### src/rtl/exc_entry.sv
module exc_entry #(
  parameter int XLEN   = 32,
  parameter int CW     = 4,
  parameter int SR_W   = 16,
  parameter int VSHIFT = 8,
  parameter int NCAUSE = 14
) (
  input  logic            clk,
  input  logic            rst,
  input  logic            take,
  input  logic [CW-1:0]   cause,
  input  logic [XLEN-1:0] cur_pc,
  input  logic            in_dslot,
  input  logic            irq_ext,
  input  logic            irq_tick,
  input  logic            vbar_en,
  input  logic [XLEN-1:0] evbar,
  input  logic            sr_load,
  input  logic [SR_W-1:0] sr_load_val,
  input  logic            pm_load,
  input  logic [1:0]      pm_load_val,
  input  logic            lock_set,
  input  logic [XLEN-1:0] lock_set_addr,
  output logic            redirect,
  output logic [XLEN-1:0] redirect_pc,
  output logic [XLEN-1:0] epc,
  output logic [XLEN-1:0] eea,
  output logic [SR_W-1:0] esr,
  output logic [SR_W-1:0] sr,
  output logic [1:0]      pm_en,
  output logic [XLEN-1:0] lock_addr,
  output logic            dslot_clr,
  output logic            unhandled
);
  localparam int B_SUP = 0, B_TEE = 1, B_IEE = 2, B_DME = 3, B_IME = 4, B_PFX = 5, B_DSX = 6;
  localparam logic [CW-1:0] C_TICK = CW'(5), C_ILL = CW'(7), C_EXT = CW'(8), C_SYS = CW'(12);
  localparam logic [XLEN-1:0] HI_PAGE  = {4'hF, {(XLEN-4){1'b0}}};
  localparam logic [XLEN-1:0] RST_VEC  = XLEN'(1) << VSHIFT;
  localparam logic [SR_W-1:0] SR_RST   = SR_W'(1) << B_SUP;
  localparam logic [SR_W-1:0] SR_CLR   = (SR_W'(1) << B_TEE) | (SR_W'(1) << B_IEE) |
                                         (SR_W'(1) << B_DME) | (SR_W'(1) << B_IME) |
                                         (SR_W'(1) << B_DSX);

  logic            cause_ok, tick_ok, ext_ok, enter, bad;
  logic [CW-1:0]   ecause;
  logic [XLEN-1:0] epc_base, epc_nxt, vec;
  logic [SR_W-1:0] sr_nxt;

  assign cause_ok = (cause != '0) && (int'(cause) <= NCAUSE);
  assign tick_ok  = irq_tick & sr[B_TEE];
  assign ext_ok   = irq_ext & sr[B_IEE];
  assign enter    = take ? cause_ok : (tick_ok | ext_ok);
  assign bad      = take & ~cause_ok;
  assign ecause   = take ? cause : (tick_ok ? C_TICK : C_EXT);

  assign epc_base = cur_pc + ((ecause == C_SYS) ? XLEN'(4) : XLEN'(0));
  assign epc_nxt  = in_dslot ? epc_base - XLEN'(4) : epc_base;

  assign vec = (XLEN'(ecause) << VSHIFT)
             | (vbar_en ? evbar : '0)
             | (sr[B_PFX] ? HI_PAGE : '0);

  assign sr_nxt = (sr & ~SR_CLR) | (SR_W'(1) << B_SUP) | (SR_W'(in_dslot) << B_DSX);

  always_ff @(posedge clk) begin
    if (rst) begin
      redirect    <= 1'b0;
      redirect_pc <= RST_VEC;
      epc         <= '0;
      eea         <= '0;
      esr         <= '0;
      sr          <= SR_RST;
      pm_en       <= '0;
      lock_addr   <= '1;
      dslot_clr   <= 1'b0;
      unhandled   <= 1'b0;
    end else begin
      redirect  <= enter;
      dslot_clr <= enter & in_dslot;
      unhandled <= bad;
      if (enter) begin
        redirect_pc <= vec;
        epc         <= epc_nxt;
        esr         <= sr;
        sr          <= sr_nxt;
        pm_en       <= '0;
        lock_addr   <= '1;
        if (ecause == C_ILL) eea <= cur_pc;
      end else begin
        if (sr_load)  sr        <= sr_load_val;
        if (pm_load)  pm_en     <= pm_load_val;
        if (lock_set) lock_addr <= lock_set_addr;
      end
    end
  end

  a_r5_entry_status: assert property (@(posedge clk) disable iff (rst)
    redirect |-> (sr[B_SUP] && !sr[B_IEE] && !sr[B_TEE] && !sr[B_DME] && !sr[B_IME]));

  a_r6_entry_clears: assert property (@(posedge clk) disable iff (rst)
    redirect |-> (pm_en == 2'b00 && lock_addr == '1));

  a_r3_dslot_mark: assert property (@(posedge clk) disable iff (rst)
    redirect |-> (sr[B_DSX] == dslot_clr));

  a_r7_vector_align: assert property (@(posedge clk) disable iff (rst)
    redirect |-> (redirect_pc[VSHIFT-1:0] == '0));

  a_r8_bad_no_change: assert property (@(posedge clk) disable iff (rst)
    unhandled |-> (!redirect && $stable(epc) && $stable(eea) && $stable(esr)));

  a_r3_clr_only_on_entry: assert property (@(posedge clk) disable iff (rst)
    dslot_clr |-> redirect);
endmodule

### config.mk
export PLATFORM = sky130hd
export DESIGN_NAME = exc_entry
export DESIGN_NICKNAME = d
export VERILOG_FILES = /design/src/rtl/exc_entry.sv
export SDC_FILE = /design/constraint.sdc
export NUM_CORES = 1
export LEC_CHECK = 0
export BUFFER_PORTS_ARGS = -buffer_cell sky130_fd_sc_hd__buf_2
export CORE_MARGIN = 3
export CORE_UTILIZATION = 53
export DETAILED_ROUTE_END_ITERATION = 10
export GPL_ROUTABILITY_DRIVEN = 1
export GPL_TIMING_DRIVEN = 0
export PLACE_DENSITY = 0.86
export SKIP_LAST_GASP = 1
export SLEW_MARGIN = 20
export SYNTH_ARGS = -nofsm -noshare
export SYNTH_HDL_FRONTEND = slang
export SYNTH_SLANG_ARGS = --single-unit
export TNS_END_PERCENT = 20
### constraint.sdc
create_clock -name clk -period 9.7 [get_ports clk]
set_input_delay 0.485 -clock clk [delete_from_list [all_inputs] [get_ports clk]]
set_output_delay 0.485 -clock clk [all_outputs]
set_load 0.005 [all_outputs]
== Yosys cells after proc, flatten, opt, wreduce, memory -nomap -nowiden ==
Index checks and enable logic that the tools add are counted.

* Bits in registers: 165
* Input port bits: 128
* Output and inout bits: 165
* Word-level logic and storage cells: 38

* Add/sub/neg operators: 2
* Magnitude comparators: 1
* Equal/unequal tests: 2
* Muxes and demuxes: 9
* Bitwise logic cells: 9
* Reductions and logical operators: 5

{| class="wikitable"
|+ Operators by type and width
! cell !! number
|-
| $mux W32 || 3
|-
| $add A32 B3 Y32 || 1
|-
| $mux W16 || 2
|-
| $or A12 B32 Y32 || 1
|-
| $or A32 B32 Y32 || 1
|-
| $sub A32 B3 Y32 const B || 1
|-
| $or A16 B7 Y16 || 1
|-
| $mux W4 || 2
|-
| $and A1 B1 Y1 || 4
|-
| $eq A4 B3 Y1 const B || 1
|-
| $eq A4 B4 Y1 const B || 1
|-
| $le A4 B4 Y1 const B || 1
|-
| $reduce_bool A4 Y1 || 1
|-
| $mux W3 || 1
|-
| $reduce_and A2 Y1 || 1
|-
| $reduce_bool A2 Y1 || 1
|-
| $reduce_or A2 Y1 || 1
|-
| $logic_and A1 B1 Y1 || 1
|-
| $mux W1 || 1
|-
| $not A1 Y1 || 1
|-
| $or A1 B1 Y1 || 1
|}

== Logic depth before layout (Yosys ltp) ==
* Word-level depth: 8
* Mapped depth: 15
* Depth with buffers taken out: 13

== Worst setup path after synthesis ==
OpenSTA, ideal clock, no wires.

* Path kind: input port to flip-flop
* Start point: input take
* End point: register epc[31]
* Setup time: 0.127 ns
* Arrival: 3.482 ns
* Required time: 9.573 ns
* Setup slack: 6.090 ns
* Stages on the path: 13
* Buffers on the path: 2
* Cell sequence: clkbuf_1 nand2_1 nor4_1 ha_1 ha_1 buf_4 nand4_1 or4_1 nor3_1 xnor2_1 nor4b_2 a21oi_1 or3b_1

* Word-level cells in the longest chain between the ends: 6
* Elaborated cells between the ends (all ways): 7
* Those cells by class: 2 x add/sub; 1 x eq/ne; 4 x mux

{| class="wikitable"
|+ Ends and longest elaborated chain
! element !! line !! text
|-
| from (decl) || 10 || <nowiki>input logic take,</nowiki>
|-
| $mux W4 || 54 || <nowiki>assign ecause = take ? cause : (tick_ok ? C_TICK : C_EXT);</nowiki>
|-
| $eq A4 B4 Y1 || 56 || <nowiki>assign epc_base = cur_pc + ((ecause == C_SYS) ? XLEN'(4) : XLEN'(0));</nowiki>
|-
| $mux W3 || 56 ||
|-
| $add A32 B3 Y32 || 56 ||
|-
| $sub A32 B3 Y32 || 57 || <nowiki>assign epc_nxt = in_dslot ? epc_base - XLEN'(4) : epc_base;</nowiki>
|-
| $mux W32 || 57 ||
|-
| to (signal assigned) || 83 || <nowiki>epc <= epc_nxt;</nowiki>
|-
| to (decl) || 26 || <nowiki>output logic [XLEN-1:0] epc,</nowiki>
|}

Parallel ways exist; a longest one is shown, timed or not.
A chain may end at the register's enable or synchronous reset.

== Final worst setup path ==
* Start point: input take
* End point: register epc[28]

The elaborated chain is that of the path after synthesis.

==> impl_results.md <==
- Total congestion overflow: 0
- Yosys warns: 0
- Hold Path Cell Cnt: 2
- Critical Path End Type: flop
- Crit path cell chain: clkbuf_1 > nand2_1 > nor4_1 > ha_1 > ha_1 > buf_4 > nand2_1 > nor3_4 > and4_1 > nand3_1 > a2111oi_0 > nand4_1 > a32o_1
- Synth top area cells: dfxtp_1 (45%), nand2_1 (9.4%), mux2i_1 (7.3%)
- Post-DR vias/cell: 5.571
- Routability-driven placement congestion ratio: 0.9280
- Port Buffers: 278
- Worst min-delay path category: in -> reg
- EDFF count, synth: 0
- Register bit total from synthesis: 165
- P_leak: 0.004241 uW
- Nets: 1,282
- Power after layout: 1539 uW
- Vias in the first global route: 7,015
- Yosys cell types: 66
- Startpoint types: input pin
- Final worst path period need: 3.976 ns
- Max IR drop VDD: 0.1418 mV
- Post-CTS sizing: 0
- Filler Cell Count: 1,093
- Synthesized area: 7388 um^2
- Overall routing resource usage: 28.89%
- H-Tree Depth: 4
- # setup viols final: 0
- RSZ-0062 raised after global routing: no
- Setup CP Type: in -> reg
- Final WS setup: 5.724 ns
- FF-to-FF setup slack: 7.24 ns
- Drt first-iter violations: 601
- Post-CTS Setup Repair Bufs: 0
- Area occupied by multi-input gates: 3792 um^2
- Reg2reg start: sr[2]
- Clk_lat worst skew: 0.43 ns
- Total iterations of the first detailed-routing run: 5
- Worst-case reg-to-reg path depth: 9
- DIE AREA: 15,390 um^2
- Worst reg2reg endpoint: redirect_pc[15]
- Die Ht: 124.1 um
- ANT nets after route: 0
- Share of layout cells above drive strength 1: 29.41%
- Initial antenna violation count: 0
- Async SR Flop Fraction: 0%
- Slowest cell on crit path: a2111oi_0
- Placed insts: 1,308
- Clock buffer depth: 2
- Synth Instances: 854
- Final std cells w/o fill: 1,339
- CP required: 10.01 ns
- Row cnt: 42
- Clock root cell: clkbuf_16
- Cts bufs inserted: 17
- Routed wire length: 22,710 um
- Syn Nets: 985
- Global-route wire length before repair: 34,830 um
- DIE WIDTH: 124.1 um
- Sequential share of the synthesized area: 44.71%
- Number of max-cap violations: 0
- Most common cell after layout, fill and taps aside: buf_2
- Final period util: 40.99%
- Ports: 293
- Clock skew: 0.01142 ns
- Ys flop type: dfxtp_1
- Worst hold start: evbar[3]
- Num Clock Sinks: 165
- Post-DP HPWL: 17,910 um
- Fmax: 251.5 MHz
- Via Count: 7,460
- Drc violations: 0
- Clock Pin Slew Worst Setup and Hold Paths: 0.07 ns
- Max_slew headroom: 37.17%
- Sequential Area: 3303 um^2
- Initial Utilization: 54.92%
- Core area: 13,450 um^2
- Syn avg cell area: 8.651 um^2
- Final Hold Viols: 0
- N_diodes: 0
- WP data arrival: 4.29 ns
- Worst-margin pin slew: 0.9187 ns
- Final Max Tran Viols: 0
- Power per cell area: 161.3 nW/um^2
- Most frequent cells in the layout: buf_2 (290), nand2_1 (186), dfxtp_1 (165), a21oi_1 (70), mux2i_1 (54)
- WHS Endpoint: redirect_pc[3]
- CP max stage delay: 0.91 ns
- CP max FO: 10
- Cts hold-fix bufs: 0
- Area delta synth->final: 29.14%
- Outcome: finished, final reports clean
- Routed len/inst: 16.96 um
- CTS tree: yes
- Area share of the largest cell type after synthesis: 44.71%
- Setup TNS: 0 ns
- Dpl ws: 5.430 ns
- Area leader, netlist: dfxtp_1
- Maximum number of pins on one net before global-route repair: 17
[cell usage after synthesis, types with 2 or more instances]
cell / instances
nor2_1: 42
nand2_1: 186
a21oi_1: 70
o211ai_1: 3
a211o_1: 5
and4_1: 10
nand2b_1: 3
a31o_2: 4
a2bb2oi_1: 2
nor3_1: 18
inv_1: 8
nand3_1: 19
a211oi_1: 14
a31oi_1: 3
and3_1: 5
and2_1: 10
or4_4: 2
a21o_1: 2
nor4_1: 7
a32oi_1: 2
xor2_1: 14
buf_1: 2
a22o_1: 25
or4_1: 5
o21ai_0: 13
xnor2_1: 23
mux2i_1: 54
ha_1: 3
nand4_1: 17
dfxtp_1: 165
a221oi_1: 3
buf_2: 12
nor3b_1: 8
a32o_1: 4
o41ai_1: 2
nand3b_1: 4
nand4_2: 2
or3_1: 9
clkbuf_1: 47
[through the flow]
step / hold slack [ns] / utilization, % / cell area (um^2)
2_1_floorplan: 0.4419 / - / 7388
3_3_place_gp: 0.4318 / 66.90 / 9000
3_5_place_dp: 0.4360 / 66.90 / 9000
4_1_cts: 0.2475 / 70.93 / 9542
5_1_grt: 0.2565 / 70.93 / 9542
6_report: 0.2677 / 70.93 / 9542
[how the worst max path moves through the flow]
stage                   end  startpoint  slack (ns)  cells past startpoint
floorplan           epc[31]        take        6.09                     13
detailed placement  epc[31]        take        5.43                     13
global placement    epc[31]        take        5.54                     13
finish              epc[28]        take        5.72                     13
CTS                 epc[31]        take        5.86                     13
global route        epc[31]        take        5.45                     13
[critical path, delay by kind of cell]
family	cells	cell delay (ns)
buf+inv	2	0.48
simple gates	7	1.61
compound gates	2	1.23
fa+ha+maj	2	0.47
[cell families after synthesis]
logic type	Yosys count	synth area share, %
simple gates	359	23.81
compound gates	165	15.31
flops	165	44.71
buf+inv	71	3.963
mux	54	7.316
xor+xnor	37	4.386
fa+ha+maj	3	0.5081
[metal layers]
layer	GRT usage, %	wire length [um]	vias up
li1	-	-	3608
met1	33.37	8644	3487
met2	50.30	11270	334
met3	8.674	2387	31
met4	10.88	410	0
met5	0	0	-
[area by class of cell]
cell class	instances	area share, %
Buffer	63	2.754
Clock buffer	19	4.642
Clock inverter	12	1.036
Inverter	8	0.3147
Multi-Input combinational cell	618	39.75
Sequential cell	165	34.62
Tap cell	176	2.308
Timing Repair Buffer	278	14.58
[sequential cells by signal, summed over array words and instances, names as in the netlist]
signal / flops
epc: 32
sr: 16
pm_en: 2
lock_addr: 32
redirect_pc: 32
dslot_clr: 1
unhandled: 1
redirect: 1
esr: 16
eea: 32
[power breakdown]
part           internal [uW]  switching [uW]
logic                   83.0             112
clock network            337             280
registers                709            17.2
Power figures use the tool's default switching activity.
